### config.mk
export PLATFORM = sky130hd
export DESIGN_NAME = blkcopy_engine
export DESIGN_NICKNAME = d
export VERILOG_FILES = /design/src/rtl/blkcopy_pkg.sv /design/src/rtl/blkcopy_timer.sv /design/src/rtl/blkcopy_ptrs.sv /design/src/rtl/blkcopy_flags.sv /design/src/rtl/blkcopy_engine.sv
export SDC_FILE = /design/constraint.sdc
export NUM_CORES = 1
export LEC_CHECK = 0
export ABC_AREA = 1
export BUFFER_PORTS_ARGS = -buffer_cell sky130_fd_sc_hd__buf_4
export CORE_MARGIN = 3
export CORE_UTILIZATION = 51
export DETAILED_ROUTE_END_ITERATION = 10
export PLACE_DENSITY = 0.82
export SETUP_SLACK_MARGIN = 0.2
export SYNTH_ARGS = -nofsm -noshare
export SYNTH_HDL_FRONTEND = slang
export SYNTH_SLANG_ARGS = --single-unit
### constraint.sdc
create_clock -name clk -period 2.85 [get_ports clk]
set_input_delay 0.285 -clock clk [delete_from_list [all_inputs] [get_ports clk]]
set_output_delay 0.285 -clock clk [all_outputs]
set_load 0.05 [all_outputs]
### src/rtl/blkcopy_pkg.sv
package blkcopy_pkg;

  // Status flags that the copy operation forces low.
  typedef struct packed {
    logic half;
    logic pv;
    logic sub;
  } cp_flags_t;

  localparam cp_flags_t FLAGS_RESET = '{half: 1'b1, pv: 1'b1, sub: 1'b1};

  // Larger of the two per-byte budgets; it sizes the phase counter.
  function automatic int unsigned max_budget(int unsigned a, int unsigned b);
    return (a > b) ? a : b;
  endfunction

endpackage

### src/rtl/blkcopy_timer.sv
module blkcopy_timer #(
  parameter int unsigned REP_CYC  = 21,
  parameter int unsigned LAST_CYC = 16,
  parameter int unsigned PH_W     = 5
) (
  input  logic            clk,
  input  logic            rst_n,
  input  logic            clr,
  input  logic            run,
  input  logic            final_byte,
  output logic [PH_W-1:0] ph,
  output logic            rd_slot,
  output logic            cap_slot,
  output logic            wr_slot,
  output logic            byte_end
);

  localparam logic [PH_W-1:0] REP_END  = PH_W'(REP_CYC - 1);
  localparam logic [PH_W-1:0] LAST_END = PH_W'(LAST_CYC - 1);
  localparam logic [PH_W-1:0] PH_ONE   = PH_W'(1);
  localparam logic [PH_W-1:0] PH_TWO   = PH_W'(2);

  logic [PH_W-1:0] ph_q;
  logic            at_end;

  // When the two budgets are equal, a single comparator is enough.
  generate
    if (REP_CYC == LAST_CYC) begin : g_one_budget
      always_comb at_end = (ph_q == REP_END);
    end else begin : g_two_budgets
      always_comb at_end = final_byte ? (ph_q == LAST_END) : (ph_q == REP_END);
    end
  endgenerate

  always_ff @(posedge clk) begin
    if (!rst_n) begin
      ph_q <= '0;
    end else if (clr) begin
      ph_q <= '0;
    end else if (run) begin
      ph_q <= at_end ? '0 : ph_q + PH_ONE;
    end
  end

  always_comb begin
    ph       = ph_q;
    rd_slot  = run && (ph_q == '0);
    cap_slot = run && (ph_q == PH_ONE);
    wr_slot  = run && (ph_q == PH_TWO);
    byte_end = run && at_end;
  end


  // phase_bound_chk
  phase_bound_chk: assert property (@(posedge clk) disable iff (!rst_n)
    run |-> (ph_q <= REP_END));


  // last_budget_chk
  last_budget_chk: assert property (@(posedge clk) disable iff (!rst_n)
    (run && final_byte && ph_q > PH_TWO) |-> (ph_q <= LAST_END));

endmodule

### src/rtl/blkcopy_ptrs.sv
module blkcopy_ptrs #(
  parameter int unsigned W = 16
) (
  input  logic         clk,
  input  logic         rst_n,
  input  logic         load,
  input  logic         step,
  input  logic [W-1:0] src_in,
  input  logic [W-1:0] dst_in,
  input  logic [W-1:0] cnt_in,
  output logic [W-1:0] src_q,
  output logic [W-1:0] dst_q,
  output logic [W-1:0] cnt_q,
  output logic         cnt_zero
);

  localparam int unsigned NREG = 3;
  localparam logic [W-1:0] ONE = {{(W-1){1'b0}}, 1'b1};

  logic [W-1:0] init_v [NREG];
  logic [W-1:0] reg_q  [NREG];

  always_comb begin
    init_v[0] = src_in;
    init_v[1] = dst_in;
    init_v[2] = cnt_in;
  end

  // Index 0 and 1 are pointers that count up; index 2 is the count going down.
  generate
    for (genvar i = 0; i < NREG; i++) begin : g_reg
      localparam bit DOWN = (i == NREG - 1);
      always_ff @(posedge clk) begin
        if (!rst_n) begin
          reg_q[i] <= '0;
        end else if (load) begin
          reg_q[i] <= init_v[i];
        end else if (step) begin
          reg_q[i] <= DOWN ? (reg_q[i] - ONE) : (reg_q[i] + ONE);
        end
      end
    end
  endgenerate

  always_comb begin
    src_q    = reg_q[0];
    dst_q    = reg_q[1];
    cnt_q    = reg_q[2];
    cnt_zero = (reg_q[2] == '0);
  end


  // ptr_step_chk
  ptr_step_chk: assert property (@(posedge clk) disable iff (!rst_n)
    (step && !load) |=> (src_q == $past(src_q) + ONE) && (dst_q == $past(dst_q) + ONE)
                        && (cnt_q == $past(cnt_q) - ONE));


  // ptr_load_chk
  ptr_load_chk: assert property (@(posedge clk) disable iff (!rst_n)
    load |=> (src_q == $past(src_in)) && (dst_q == $past(dst_in)) && (cnt_q == $past(cnt_in)));

endmodule

### src/rtl/blkcopy_flags.sv
module blkcopy_flags
  import blkcopy_pkg::*;
(
  input  logic      clk,
  input  logic      rst_n,
  input  logic      step,
  output cp_flags_t flags
);

  cp_flags_t flags_q;

  always_ff @(posedge clk) begin
    if (!rst_n) begin
      flags_q <= FLAGS_RESET;
    end else if (step) begin
      flags_q <= '{half: 1'b0, pv: 1'b0, sub: 1'b0};
    end
  end

  assign flags = flags_q;


  // flags_clear_chk
  flags_clear_chk: assert property (@(posedge clk) disable iff (!rst_n)
    step |=> (flags_q == '0));


  // flags_hold_chk
  flags_hold_chk: assert property (@(posedge clk) disable iff (!rst_n)
    (flags_q == '0) |=> (flags_q == '0));

endmodule

### src/rtl/blkcopy_engine.sv
module blkcopy_engine
  import blkcopy_pkg::*;
#(
  parameter int unsigned ADDR_W   = 16,
  parameter int unsigned DATA_W   = 8,
  parameter int unsigned REP_CYC  = 21,
  parameter int unsigned LAST_CYC = 16
) (
  input  logic              clk,
  input  logic              rst_n,
  input  logic              start,
  input  logic [ADDR_W-1:0] src_in,
  input  logic [ADDR_W-1:0] dst_in,
  input  logic [ADDR_W-1:0] cnt_in,
  output logic [ADDR_W-1:0] mem_addr,
  output logic              mem_rd,
  output logic              mem_wr,
  output logic [DATA_W-1:0] mem_wdata,
  input  logic [DATA_W-1:0] mem_rdata,
  output logic [ADDR_W-1:0] src_q,
  output logic [ADDR_W-1:0] dst_q,
  output logic [ADDR_W-1:0] cnt_q,
  output logic              busy,
  output logic              done,
  output logic              flag_half,
  output logic              flag_pv,
  output logic              flag_sub
);

  localparam int unsigned PH_W = $clog2(max_budget(REP_CYC, LAST_CYC));

  logic              busy_q;
  logic              done_q;
  logic              accept;
  logic              cnt_zero;
  logic [PH_W-1:0]   ph;
  logic              rd_slot;
  logic              cap_slot;
  logic              wr_slot;
  logic              byte_end;
  logic [DATA_W-1:0] data_q;
  cp_flags_t         flags;

  // A start is taken only when the engine is idle.
  assign accept = start && !busy_q;

  blkcopy_timer #(
    .REP_CYC (REP_CYC),
    .LAST_CYC(LAST_CYC),
    .PH_W    (PH_W)
  ) u_timer (
    .clk       (clk),
    .rst_n     (rst_n),
    .clr       (accept),
    .run       (busy_q),
    .final_byte(cnt_zero),
    .ph        (ph),
    .rd_slot   (rd_slot),
    .cap_slot  (cap_slot),
    .wr_slot   (wr_slot),
    .byte_end  (byte_end)
  );

  blkcopy_ptrs #(
    .W(ADDR_W)
  ) u_ptrs (
    .clk     (clk),
    .rst_n   (rst_n),
    .load    (accept),
    .step    (wr_slot),
    .src_in  (src_in),
    .dst_in  (dst_in),
    .cnt_in  (cnt_in),
    .src_q   (src_q),
    .dst_q   (dst_q),
    .cnt_q   (cnt_q),
    .cnt_zero(cnt_zero)
  );

  blkcopy_flags u_flags (
    .clk  (clk),
    .rst_n(rst_n),
    .step (wr_slot),
    .flags(flags)
  );

  // Engine control: run from an accepted start to the end of the last byte.
  always_ff @(posedge clk) begin
    if (!rst_n) begin
      busy_q <= 1'b0;
      done_q <= 1'b0;
    end else begin
      done_q <= 1'b0;
      if (accept) begin
        busy_q <= 1'b1;
      end else if (byte_end && cnt_zero) begin
        busy_q <= 1'b0;
        done_q <= 1'b1;
      end
    end
  end

  // The byte returned by memory is held until the write slot.
  always_ff @(posedge clk) begin
    if (!rst_n) begin
      data_q <= '0;
    end else if (cap_slot) begin
      data_q <= mem_rdata;
    end
  end

  always_comb begin
    mem_rd    = rd_slot;
    mem_wr    = wr_slot;
    mem_addr  = wr_slot ? dst_q : src_q;
    mem_wdata = data_q;
    busy      = busy_q;
    done      = done_q;
    flag_half = flags.half;
    flag_pv   = flags.pv;
    flag_sub  = flags.sub;
  end


  // rd_wr_order_chk
  rd_wr_order_chk: assert property (@(posedge clk) disable iff (!rst_n)
    mem_rd |-> ##2 (mem_wr && (mem_addr == dst_q)));


  // done_pulse_chk
  done_pulse_chk: assert property (@(posedge clk) disable iff (!rst_n)
    done |-> (!busy && cnt_q == '0) ##1 !done);


  // stop_at_zero_chk
  stop_at_zero_chk: assert property (@(posedge clk) disable iff (!rst_n)
    $fell(busy) |-> (cnt_q == '0) && done);


  // busy_start_chk
  busy_start_chk: assert property (@(posedge clk) disable iff (!rst_n)
    (busy && start && !mem_wr) |=> $stable(src_q) && $stable(dst_q) && $stable(cnt_q));

endmodule

==> results.py <==
metrics = {
    "outcome": {
        "status": "complete, no violations",
    },
    "routing": {
        "drc": 0,
        "dr.first_iter.drc_count": 226,
        "drtPass1Iterations": 5,
        "ant_nets": 0,
        "wire_per_inst_um": 15.21,
        "routed_wl_um": 11240,
        "viasPerCell": 5.342,
        "via_count": 3948,
    },
    "critical_path": {
        "arrival_ns": 2.13,
        "cp-startpoint": "busy",
        "path_class": "flip-flop to primary output",
        "worstReg2RegStart": "busy",
        "endpoint_kind": "primary output",
        "crit_fanout": 32,
        "critPathLaunchType": "flip-flop",
        "required_ns": 2.57,
    },
    "global_routing": {
        "grt_pass1_wl_um": 17460,
        "antenna_found_initial": 0,
        "grt_pass1_vias": 3673,
        "grt-ovfl-total": 0,
        "grt_max_degree": 38,
        "track_usage_pct": 25.19,
    },
    "yosys": {
        "netlist_area_um2": 3901,
        "avgSynthCellArea_um2": 7.802,
        "yosysSeqAreaShare_pct": 45.16,
        "syn_inst": 500,
        "yosysWarnings": 0,
        "synthFlopType": "edfxtp_1",
        "syn_nets": 566,
        "synth_seq_cells": 64,
        "async_flop_share_pct": 0,
        "yosysUniqueCellTypes": 34,
        "synth-edff-count": 48,
    },
    "clock_network": {
        "cts_buffer_depth": 2,
        "cts_tree": "yes",
        "cts_setup_buffers": 0,
        "cts_buffers": 9,
        "cts.sinks": 64,
        "ctsResizeCount": 0,
        "htreeDepth": 3,
        "hold_buffers": 0,
        "clk_latency_ns": 0.34,
        "path_clk_slew_ns": 0.07,
        "ctsRootBufferMaster": "clkbuf_8",
    },
    "timing": {
        "slew_viol_final": 0,
        "slew_headroom_pct": 52.11,
        "fmaxAchievable_ghz": 0.4132,
        "fin_worst_skew_ns": 0.009596,
        "finalCritPeriodShare_pct": 84.91,
        "setup_viol": 0,
        "max_slew.worst_pin.slew_ns": 0.7166,
        "fin_hold_ws_ns": 0.1942,
        "period_needed_ns": 2.420,
        "tns_ns": 0,
        "rsz0062_at_grt": "true",
        "finalHoldViolations": 0,
    },
    "floorplan": {
        "num_rows": 31,
        "fp.coreArea_um2": 7331,
        "die_h_um": 93.46,
        "die_area_um2": 8735,
        "die_width_um": 93.46,
        "pin_count": 138,
        "start_util_pct": 53.22,
    },
    "placed_design": {
        "io_buffers": 137,
        "place_hpwl_um": 8173,
        "placed_cell_area_um2": 4979,
        "place_congestion": 0.9568,
    },
    "pwr": {
        "p_switching_mw": 0.8861,
        "combPwrFrac_pct": 26.9,
        "p_int_mw": 1.682,
        "ir_drop_mv": 0.2779,
        "swShare_pct": 34.51,
        "powerDensity_nw_per_um2": 496.6,
        "total_power_mw": 2.568,
        "power_frac_seq_pct": 44.7,
        "p_leak_nw": 2.393,
        "pwr-share-clk_pct": 28.4,
    },
    "layout": {
        "synthToLayoutAreaGrowth_pct": 32.52,
        "antenna-diode-count": 0,
        "layout.nets": 701,
        "design_area_um2": 5170,
        "drive_above_1_share_pct": 26.09,
        "utilization_pct": 70.52,
    },
    "min_path": {
        "holdCritPathClass": "input port to flip-flop",
        "min_from": "rst_n",
    },
    "job": {
        "cap_violations": 0,
    },
}
==> path summary, 6_finish.rpt <==
check	end	slack, ns	depth (start not counted)
hold reg to reg	mem_wdata[0]	0.49	2
setup / recovery	mem_addr[8]	0.43	7
setup reg to reg	u_ptrs.reg_q[2][9]	0.49	9
hold / removal	u_flags.flags[2]	0.19	2
==> area by class of cell <==
class,count,area (um^2)
tap,99,123.9
clock buffer,16,180.2
timing repair buffer,140,1051
sequential,64,1762
fill,606,2161
inverter,55,206.4
multi-input combinational,365,1847
==> per-stage QoR <==
step,setup slack [ns],instances
6_report,0.4300,739
5_1_grt,0.1865,739
3_3_place_gp,0.4567,722
3_5_place_dp,0.3496,722
2_1_floorplan,0.1217,500
4_1_cts,0.3155,738
==> cell families (layout without fill, tap and decap cells) <==
logic type	count (synthesis)	count (layout)	share of synthesized area, %
XOR/XNOR	20	20	4.490
flip-flops	64	64	45.16
adder cells (fa/ha/maj)	7	7	2.245
AND/OR/NAND/NOR	248	249	27.23
buffers and inverters	72	211	7.922
AO/OA/AOI/OAI	89	89	12.96
==> Yosys cell counts, types with 2 or more instances <==
master	instances	area [um^2]
nand2_1	141	529.3
nor2_1	56	210.2
inv_1	53	198.9
edfxtp_1	48	1441
o21ai_0	47	235.2
nand3_1	20	100.1
dfxtp_1	16	320.3
a21oi_1	15	75.07
xor2_1	15	131.4
nand4_1	11	68.82
nor3_1	9	45.04
o21ai_1	9	45.04
buf_2	7	35.03
ha_1	7	87.58
a22o_1	6	52.55
buf_4	6	45.04
xnor2_1	5	43.79
clkbuf_1	3	11.26
nor2_4	3	33.78
o21bai_1	3	22.52
or2_2	3	18.77
a21oi_2	2	17.52
a32o_1	2	20.02
inv_2	2	7.510
nor2_2	2	12.51
==> per-layer routing <==
metal  global-route usage [%]  vias up  routed length, um
met5                        0        -                  0
met4                    11.36        0                311
met3                    4.907       29               1044
met2                    40.74      199               5330
met1                    32.63     1796               4550
li1                         -     1924                  -
==> critical path, stage by stage, from the launching register on <==
cell	delay [ns]
dfxtp_1	0.54
inv_2	0.11
nor2_4	0.14
nand3_4	0.33
inv_1	0.31
nand2_1	0.07
o21ai_1	0.08
buf_4	0.21
==> cells in the final DEF (no fill, tap or decap), drive strengths merged <==
cell    synthesis  routed
o211ai          1       1
nand4          11      11
ha              7       7
a32o            2       2
a21oi          17      17
or2             3       3
xor2           15      15
xnor2           5       5
o21a            1       1
and3            1       1
nand2         141     141
dfxtp          16      16
inv            55      55
buf            14     140
o21bai          3       3
edfxtp         48      48
a22o            6       6
clkbuf          3      16
a31oi           1       1
o21ai          56      56
o221ai          1       1
nand3          21      21
nor2           62      63
a22oi           1       1
nor3            9       9
==> registers in the layout, summed over array words and instances, names as in the netlist <==
| signal | cells |
|---|---|
| u_ptrs.reg_q | 48 |
| done | 1 |
| busy | 1 |
| mem_wdata | 8 |
| u_flags.flags | 1 |
| u_timer.ph | 5 |
==> power by group through the flow <==
stage,clock [mW],combinational (mW),sequential [mW]
5_1_grt,0.772,0.735,1.16
6_report,0.729,0.691,1.15
4_1_cts,0.731,0.689,1.15
3_3_place_gp,0,0.677,1.16
3_5_place_dp,0,0.687,1.16
2_1_floorplan,0,0.253,1.35
Note: power is estimated with default switching activity, not from simulation.
